$ cat config.mk
export PLATFORM = sky130hd
export DESIGN_NAME = pm_halt_ctrl
export DESIGN_NICKNAME = d
export VERILOG_FILES = /design/src/rtl/pmc_pkg.sv /design/src/rtl/pm_mode_decode.sv /design/src/rtl/pm_wake_sync.sv /design/src/rtl/pm_clock_ctrl.sv /design/src/rtl/pm_status_flags.sv /design/src/rtl/pm_halt_ctrl.sv
export SDC_FILE = /design/constraint.sdc
export NUM_CORES = 1
export LEC_CHECK = 0
export BUFFER_PORTS_ARGS = -buffer_cell sky130_fd_sc_hd__buf_2
export CAP_MARGIN = 20
export CORE_AREA = 2 2 39 41
export CTS_CLUSTER_SIZE = 16
export DETAILED_ROUTE_END_ITERATION = 16
export DIE_AREA = 0 0 41 43
export GPL_TIMING_DRIVEN = 0
export PLACE_DENSITY = 0.58
export SETUP_SLACK_MARGIN = 0.1
export SYNTH_ARGS = -nofsm -noshare
export SYNTH_HDL_FRONTEND = slang
export SYNTH_SLANG_ARGS = --single-unit
export TNS_END_PERCENT = 50
$ cat constraint.sdc
create_clock -name clk -period 0.95 [get_ports clk]
set_input_delay 0.0475 -clock clk [delete_from_list [all_inputs] [get_ports clk]]
set_output_delay 0.0475 -clock clk [all_outputs]
set_load 0.01 [all_outputs]
$ cat src/rtl/pmc_pkg.sv
package pmc_pkg;

   typedef enum logic [2:0] {
      PM_NORMAL = 3'd0,
      PM_SLEEP0 = 3'd1,
      PM_SLEEP1 = 3'd2,
      PM_IDLE0  = 3'd3,
      PM_IDLE1  = 3'd4
   } pm_mode_e;

   localparam int unsigned PM_CODE_W = 3;

   typedef struct packed {
      logic sys;
      logic tb;
      logic sub;
   } pm_clk_en_t;

   function automatic pm_clk_en_t pm_clocks_for(input pm_mode_e m);
      pm_clk_en_t c;
      unique case (m)
         PM_SLEEP0: c = '{sys: 1'b0, tb: 1'b0, sub: 1'b0};
         PM_SLEEP1: c = '{sys: 1'b0, tb: 1'b0, sub: 1'b1};
         PM_IDLE0:  c = '{sys: 1'b0, tb: 1'b1, sub: 1'b1};
         PM_IDLE1:  c = '{sys: 1'b1, tb: 1'b1, sub: 1'b1};
         default:   c = '{sys: 1'b1, tb: 1'b1, sub: 1'b1};
      endcase
      return c;
   endfunction

endpackage

$ cat src/rtl/pm_mode_decode.sv
module pm_mode_decode
   import pmc_pkg::*;
#(
   parameter bit HAS_LVD = 1'b1
) (
   input  logic     idle_en_i,
   input  logic     sysclk_on_i,
   input  logic     wdt_en_i,
   input  logic     lvd_en_i,
   output pm_mode_e target_o
);

   logic keep_sub;

   generate
      if (HAS_LVD) begin : g_with_lvd
         assign keep_sub = wdt_en_i | lvd_en_i;
      end else begin : g_no_lvd
         logic unused_lvd;
         assign unused_lvd = lvd_en_i;
         assign keep_sub   = wdt_en_i;
      end
   endgenerate

   always_comb begin
      if (idle_en_i) begin
         target_o = sysclk_on_i ? PM_IDLE1 : PM_IDLE0;
      end else begin
         target_o = keep_sub ? PM_SLEEP1 : PM_SLEEP0;
      end
   end

endmodule

$ cat src/rtl/pm_wake_sync.sv
module pm_wake_sync #(
   parameter int unsigned STAGES = 0
) (
   input  logic clk,
   input  logic rst_n,
   input  logic wake_i,
   output logic wake_o
);

   generate
      if (STAGES == 0) begin : g_direct
         logic unused_clk;
         assign unused_clk = clk ^ rst_n;
         assign wake_o     = wake_i;
      end else begin : g_chain
         logic [STAGES-1:0] chain_q;
         always_ff @(posedge clk or negedge rst_n) begin
            if (!rst_n) begin
               chain_q <= '0;
            end else if (STAGES == 1) begin
               chain_q <= wake_i;
            end else begin
               chain_q <= {chain_q[STAGES-2:0], wake_i};
            end
         end
         assign wake_o = chain_q[STAGES-1];
      end
   endgenerate

endmodule

$ cat src/rtl/pm_clock_ctrl.sv
module pm_clock_ctrl
   import pmc_pkg::*;
(
   input  pm_mode_e mode_i,
   input  logic     wdt_en_i,
   input  logic     wdt_src_sub_i,
   output logic     sysclk_en_o,
   output logic     tbclk_en_o,
   output logic     subclk_en_o,
   output logic     wdt_run_o
);

   pm_clk_en_t en;
   logic       src_running;

   always_comb begin
      en          = pm_clocks_for(mode_i);
      src_running = wdt_src_sub_i ? en.sub : en.sys;
   end

   assign sysclk_en_o = en.sys;
   assign tbclk_en_o  = en.tb;
   assign subclk_en_o = en.sub;
   assign wdt_run_o   = wdt_en_i & src_running;

   always_comb begin
      // only NORMAL and IDLE1 may drive the system clock
      if (sysclk_en_o) begin
         AST_SYSCLK_MODES: assert (mode_i == PM_NORMAL || mode_i == PM_IDLE1);
      end
      // in SLEEP0 the watchdog can never count
      if (mode_i == PM_SLEEP0) begin
         AST_SLEEP0_NO_RUN: assert (!wdt_run_o);
      end
   end

endmodule

$ cat src/rtl/pm_status_flags.sv
module pm_status_flags (
   input  logic clk,
   input  logic rst_n,
   input  logic enter_i,
   input  logic sw_clr_i,
   input  logic tmo_i,
   output logic pdf_o,
   output logic to_o
);

   logic pdf_q, to_q;

   always_ff @(posedge clk or negedge rst_n) begin
      if (!rst_n) begin
         pdf_q <= 1'b0;
         to_q  <= 1'b0;
      end else begin
         if (enter_i) begin
            pdf_q <= 1'b1;
         end else if (sw_clr_i) begin
            pdf_q <= 1'b0;
         end
         if (enter_i || sw_clr_i) begin
            to_q <= 1'b0;
         end else if (tmo_i) begin
            to_q <= 1'b1;
         end
      end
   end

   assign pdf_o = pdf_q;
   assign to_o  = to_q;

   AST_PDF_STICKY: assert property (@(posedge clk) disable iff (!rst_n)
      (pdf_q && !sw_clr_i) |=> pdf_q);
   AST_TO_SET: assert property (@(posedge clk) disable iff (!rst_n)
      (tmo_i && !enter_i && !sw_clr_i) |=> to_q);
   AST_CLR_BOTH: assert property (@(posedge clk) disable iff (!rst_n)
      (sw_clr_i && !enter_i) |=> (!pdf_q && !to_q));

endmodule

$ cat src/rtl/pm_halt_ctrl.sv
module pm_halt_ctrl
   import pmc_pkg::*;
#(
   parameter int unsigned MODE_W           = 3,
   parameter bit          HAS_LVD          = 1'b1,
   parameter int unsigned WAKE_SYNC_STAGES = 0
) (
   input  logic              clk,
   input  logic              rst_n,
   input  logic              halt_i,
   input  logic              idle_en_i,
   input  logic              sysclk_on_i,
   input  logic              wdt_en_i,
   input  logic              lvd_en_i,
   input  logic              wdt_src_sub_i,
   input  logic              wake_i,
   input  logic              wdt_tmo_i,
   input  logic              sw_clr_i,
   output logic              sysclk_en_o,
   output logic              tbclk_en_o,
   output logic              subclk_en_o,
   output logic              wdt_clr_o,
   output logic              wdt_run_o,
   output logic [MODE_W-1:0] mode_o,
   output logic              pdf_o,
   output logic              to_o
);

   localparam int unsigned PAD_W = (MODE_W > PM_CODE_W) ? MODE_W - PM_CODE_W : 1;

   generate
      if (MODE_W < PM_CODE_W) begin : g_bad_mode_w
         $error("pm_halt_ctrl: MODE_W must be at least 3");
      end
      if (WAKE_SYNC_STAGES > 4) begin : g_bad_sync
         $error("pm_halt_ctrl: WAKE_SYNC_STAGES must not exceed 4");
      end
   endgenerate

   pm_mode_e mode_q, target;
   logic     clr_q, wake_s, enter;

   pm_mode_decode #(.HAS_LVD(HAS_LVD)) u_decode (
      .idle_en_i  (idle_en_i),
      .sysclk_on_i(sysclk_on_i),
      .wdt_en_i   (wdt_en_i),
      .lvd_en_i   (lvd_en_i),
      .target_o   (target)
   );

   pm_wake_sync #(.STAGES(WAKE_SYNC_STAGES)) u_wake (
      .clk   (clk),
      .rst_n (rst_n),
      .wake_i(wake_i),
      .wake_o(wake_s)
   );

   assign enter = halt_i && (mode_q == PM_NORMAL);

   always_ff @(posedge clk or negedge rst_n) begin
      if (!rst_n) begin
         mode_q <= PM_NORMAL;
         clr_q  <= 1'b0;
      end else begin
         clr_q <= enter;
         if (enter) begin
            mode_q <= target;
         end else if (wake_s && mode_q != PM_NORMAL) begin
            mode_q <= PM_NORMAL;
         end
      end
   end

   pm_clock_ctrl u_clk (
      .mode_i       (mode_q),
      .wdt_en_i     (wdt_en_i),
      .wdt_src_sub_i(wdt_src_sub_i),
      .sysclk_en_o  (sysclk_en_o),
      .tbclk_en_o   (tbclk_en_o),
      .subclk_en_o  (subclk_en_o),
      .wdt_run_o    (wdt_run_o)
   );

   pm_status_flags u_flags (
      .clk     (clk),
      .rst_n   (rst_n),
      .enter_i (enter),
      .sw_clr_i(sw_clr_i),
      .tmo_i   (wdt_tmo_i),
      .pdf_o   (pdf_o),
      .to_o    (to_o)
   );

   generate
      if (MODE_W > PM_CODE_W) begin : g_pad
         logic [PAD_W-1:0] pad;
         assign pad    = '0;
         assign mode_o = {pad, mode_q};
      end else begin : g_exact
         assign mode_o = mode_q;
      end
   endgenerate

   assign wdt_clr_o = clr_q;

   AST_CLR_ONE_CYCLE: assert property (@(posedge clk) disable iff (!rst_n)
      clr_q |=> !clr_q);
   AST_CLR_WITH_ENTRY: assert property (@(posedge clk) disable iff (!rst_n)
      clr_q |-> (mode_q != PM_NORMAL && pdf_o && !to_o));
   AST_HALT_IGNORED: assert property (@(posedge clk) disable iff (!rst_n)
      (mode_q != PM_NORMAL && !wake_s) |=> $stable(mode_q));
   AST_WAKE_NORMAL: assert property (@(posedge clk) disable iff (!rst_n)
      (mode_q != PM_NORMAL && wake_s) |=> (mode_q == PM_NORMAL));
   AST_ENTRY_LATCH: assert property (@(posedge clk) disable iff (!rst_n)
      enter |=> (mode_q != PM_NORMAL && clr_q));

endmodule

==> qor.txt, run 1 <==
Yosys top cell by area: dfrtp_1
GR Overflow Total: 0
GRT Resource Usage Total: 9.164%
number of synthesis warnings: 0
Slew Limit Fails: 0
top cells by area, synth: dfrtp_1, inv_1, a21oi_1, a22o_2, a32o_1
maximum clock insertion buffer count: 2
worst slew pin tran: 0.2227 ns
Period minus WS final: 1.163 ns
violated checks: setup timing
CP max FO: 2
post-route ant nets: 0
critical path endpoint category: output port
DP Wirelength: 532.3 um
clk sinks: 6
Cells after Synth: 28
Post-DP Area: 407.9 sq um
clk_skew: 0.002828 ns
Cells after DPL: 64
drt pass-1 iters: 4
initial core utilization: 20.16%
core box area: 1384 sq um
kind of critical path: reg -> out
pre-CTS WS: -0.04054 ns
die area: 1763 sq um
total CTS buffers: 3
RSZ-0062 raised after global routing: yes
sw frac: 31.10%
Yosys top cell area share: 53.81%
global-route wire length before repair: 1076 um
register bit total from synthesis: 6
Hold Path Cell Cnt: 3
port bufs: 20
most frequent cells in the layout: buf_2, dfrtp_1
Final Hold Viols: 0
internal power: 0.6552 mW
n_diodes: 0
R2R cell count: 5
clk_lat worst skew: 0.24 ns
Max VDD drop: 0.7566 mV
most common cell after layout, fill and taps aside: buf_2
post-synthesis cell area: 279.0 sq um
vias in the first global route: 287
nets@finish: 71
startpoint types: flip-flop
status: finished with violations
antenna violations before repair: 0
Psw: 0.2957 mW
share of layout cells above drive strength 1: 61.02%
I/O Pins: 21
TritonCTS clock tree: done
drt via density: 4.173
# rows: 14
Comb pwr share: 37.5%
Critical Path RT: 0.90 ns
Placer Congestion: 0.6332
post-route design area: 499.2 sq um
Vias: 313
Worst Setup Slack, final: -0.2134 ns
die span in x: 41 um
relative slew slack: 85.04%
Layout Cells excl Fill: 75
Setup TNS Final: -0.8637 ns
syn_nets: 39
sequential share of power: 36.7%
H-tree lvl count: 1
DR DRC count: 0
WL final: 664 um
Worst Hold Class: in -> reg
sequential area share after synthesis: 53.81%
Leak: 0.2706 nW
f_max: 859.6 MHz
Max-Cap Viols: 0
power per cell area: 1905 nW/um^2
WP data arrival: 1.12 ns
Initial DRC Count: 5
Syn Area/Cell: 9.965 sq um
# setup viols final: 9
Routed WL per cell: 8.853 um
Clock power frac: 25.8%
Clock Root Buffer: clkbuf_4
R2R setup slack: -0.09 ns
largest net degree at the start of global routing: 7
die height: 43 um
area delta synth->final: 78.92%
Tcrit/Tclk final: 122.5%
final total power: 0.9510 mW
distinct cell type count after synthesis: 17
Worst-path clk slew: 0.04 ns
-- per-stage QoR --
stage / hold WS, ns / utilization (%)
2_1_floorplan: -0.2481 / -
5_1_grt: 0.1060 / 36.08
6_report: 0.09326 / 36.08
3_3_place_gp: -0.1247 / 29.48
4_1_cts: 0.08489 / 35.26
3_5_place_dp: -0.1257 / 29.48
-- cell type report --
class                           count  area, sq um
Multi-Input combinational cell     17        117.6
Timing Repair Buffer               27        163.9
Sequential cell                     6        152.6
Clock buffer                        4        26.28
Inverter                            5        18.77
Fill cell                         162        884.6
Tap cell                           16        20.02
-- Yosys cell counts (all sizes together) --
library cell and instances:
dfrtp 6, inv 5, a21oi 2, nor2 2, nor3 2, a22o 1, a32o 1, and2 1
nand2 1, nand2b 1, nand3 1, o21a 1, o21ai 1, o21bai 1, o22ai 1, xor2 1
-- worst max-delay path: stages, from the launching register on --
cell and delay [ns]:
dfrtp_1 0.38, o21bai_2 0.19, o21a_1 0.18, buf_2 0.13
-- registers in the layout, indices dropped and copies added (netlist names) --
register	cells
mode_o	3
u_flags.pdf_o	1
u_flags.to_o	1
wdt_clr_o	1
-- timing repair --
action	in CTS	in global routing
hold buffers	3	0
setup buffers	3	1
pin swaps	3	1
endpoints found under the setup margin	13	13
gates resized for setup	1	1
endpoints found under the hold margin	8	0
-- power groups by stage --
stage / clock network, mW / logic, mW / registers [mW]
floorplan: 0 / 0.146 / 0.376
global placement: 0 / 0.297 / 0.358
detailed placement: 0 / 0.300 / 0.359
CTS: 0.260 / 0.348 / 0.350
global route: 0.276 / 0.392 / 0.360
finish: 0.246 / 0.356 / 0.349
-- worst paths after layout --
kind                                 end     startpoint
setup / recovery               wdt_run_o      mode_o[2]
hold / removal              u_flags.to_o      wdt_tmo_i
setup reg to reg               mode_o[2]      mode_o[2]
hold reg to reg            u_flags.pdf_o  u_flags.pdf_o
max in group asynchronous      mode_o[0]          rst_n
min in group asynchronous  u_flags.pdf_o          rst_n
-- metal layers --
metal | vias up | wire length [um] | global-route usage, %
li1 | 158 | - | -
met1 | 148 | 274 | 11.04
met2 | 7 | 347 | 13.13
met3 | 0 | 43 | 6.283
met4 | 0 | 0 | 2.000
met5 | - | 0 | 0
-- kinds of logic after synthesis --
group                  Yosys count  share of synthesized area, %
AND/OR/NAND/NOR                  8                         16.15
buffers and inverters            5                         6.724
XOR/XNOR                         1                         3.140
AO/OA/AOI/OAI                    8                         20.18
flip-flops                       6                         53.81
No activity file was read; power rests on OpenSTA's default activity.
==> run 2, diff against run 1 <==
Settings changed: BUFFER_PORTS_ARGS -buffer_cell sky130_fd_sc_hd__buf_2 to -buffer_cell sky130_fd_sc_hd__clkbuf_2.
==> qor.txt, run 2 (synthesis results as in run 1) <==
status: finished with violations
violated checks: setup timing
Setup TNS Final: -0.9238 ns
area delta synth->final: 76.23%
reg2reg end: mode_o[2]
Tcrit/Tclk final: 121.7%
nets@finish: 70
R2R cell count: 5
Vias: 310
final total power: 0.9447 mW
WP data arrival: 1.11 ns
kind of critical path: reg -> out
# rows: 14
power per cell area: 1921 nW/um^2
Layout fillers: 147
post-route ant nets: 0
worst slew pin tran: 0.2266 ns
TritonCTS clock tree: done
Initial DRC Count: 2
Placer Congestion: 0.6175
GR Overflow Total: 0
initial core utilization: 20.16%
port bufs: 20
antenna violations before repair: 0
clk_skew: 0.006408 ns
total CTS buffers: 3
Critical Path RT: 0.90 ns
Largest register FFs: 3
pre-CTS WS: -0.04094 ns
Leak: 0.2680 nW
clk_lat worst skew: 0.24 ns
n_diodes: 0
maximum clock insertion buffer count: 2
drt via density: 4.189
DR DRC count: 0
Slew Limit Fails: 0
Routed WL per cell: 8.662 um
Worst Setup SP: mode_o[1]
core box area: 1384 sq um
I/O Pins: 21
Worst Hold Class: in -> reg
clk sinks: 6
CP max FO: 6
global-route wire length before repair: 1090 um
critical path endpoint category: output port
R2R setup slack: -0.11 ns
Period minus WS final: 1.157 ns
f_max: 864.6 MHz
RSZ-0062 raised after global routing: yes
drt pass-1 iters: 2
Final Hold Viols: 0
share of layout cells above drive strength 1: 60.34%
hold path start: wdt_tmo_i
capture point of the critical path: wdt_run_o
GRT Resource Usage Total: 9.265%
Worst-path clk slew: 0.05 ns
most common cell after layout, fill and taps aside: clkbuf_2
DP Wirelength: 518 um
die height: 43 um
die span in x: 41 um
startpoint types: flip-flop
vias in the first global route: 296
WL final: 641 um
most frequent cells in the layout: clkbuf_2, dfrtp_1, inv_1, clkbuf_4, dlygate4sd3_1
relative slew slack: 84.78%
H-tree lvl count: 1
Clock Root Buffer: clkbuf_4
reg2reg start: mode_o[2]
Worst Setup Slack, final: -0.2066 ns
Max-Cap Viols: 0
die area: 1763 sq um
# setup viols final: 9
Max VDD drop: 0.5836 mV
largest net degree at the start of global routing: 7
-- run 2: cell types whose count changed in the layout (fill, tap and decap cells not counted) --
cell      before  now
buf_2         20    2
buf_4          3    2
clkbuf_2       0   18
-- run 2: report_power, final --
| group | leakage, nW | total [mW] | switching (mW) | internal, mW |
|---|---|---|---|---|
| Combinational | 0.178 | 0.350 | 0.168 | 0.182 |
| Sequential | 0.0746 | 0.347 | 0.0413 | 0.306 |
| Clock | 0.0150 | 0.247 | 0.0885 | 0.159 |
-- run 2: layer usage --
| layer | vias to the layer above | track usage, % | wire [um] |
|---|---|---|---|
| met3 | 0 | 4.712 | 39 |
| met1 | 146 | 10.39 | 234 |
| met4 | 0 | 4.000 | 0 |
| li1 | 155 | - | - |
| met5 | - | 0 | 0 |
| met2 | 9 | 14.06 | 367 |
-- run 2: worst min path at each step --
stage | endpoint | slack [ns] | cells past startpoint
after CTS | u_flags.to_o | 0.07 | 3
after global routing | mode_o[0] | 0.09 | 3
final | u_flags.to_o | 0.07 | 3
after floorplan | mode_o[0] | -0.25 | 0
after global placement | wdt_clr_o | -0.12 | 1
after detailed placement | u_flags.pdf_o | -0.12 | 1
-- run 2: area by class of cell --
cell class | instances | area [sq um] | area share (%)
sequential | 6 | 152.6 | 31.04
tap | 16 | 20.02 | 4.071
multi-input combinational | 17 | 117.6 | 23.92
inverter | 5 | 18.77 | 3.817
clock buffer | 4 | 26.28 | 5.344
timing repair buffer | 26 | 156.4 | 31.81
-- run 2: repair_timing --
action                                 CTS  global route
buffers inserted                         3             0
resized for setup                        2             2
pin swaps                                3             1
endpoints found under the hold margin    8             0
hold buffers                             3             0
setup endpoints to repair               12            13
-- run 2: metrics by stage --
step           utilization (%)  area, sq um  std cells  hold slack (ns)
5_1_grt                  35.53        491.7         74          0.09316
3_5_place_dp             29.48        407.9         64          -0.1213
2_1_floorplan                -        287.8         28          -0.2481
3_3_place_gp             29.48        407.9         64          -0.1211
6_report                 35.53        491.7         74          0.07494
4_1_cts                  35.53        491.7         74          0.07268
-- run 2: worst max-delay path, stage by stage, from the launching register on --
cell	delay (ns)
dfrtp_2	0.45
and2_4	0.15
o21a_1	0.15
clkbuf_2	0.12
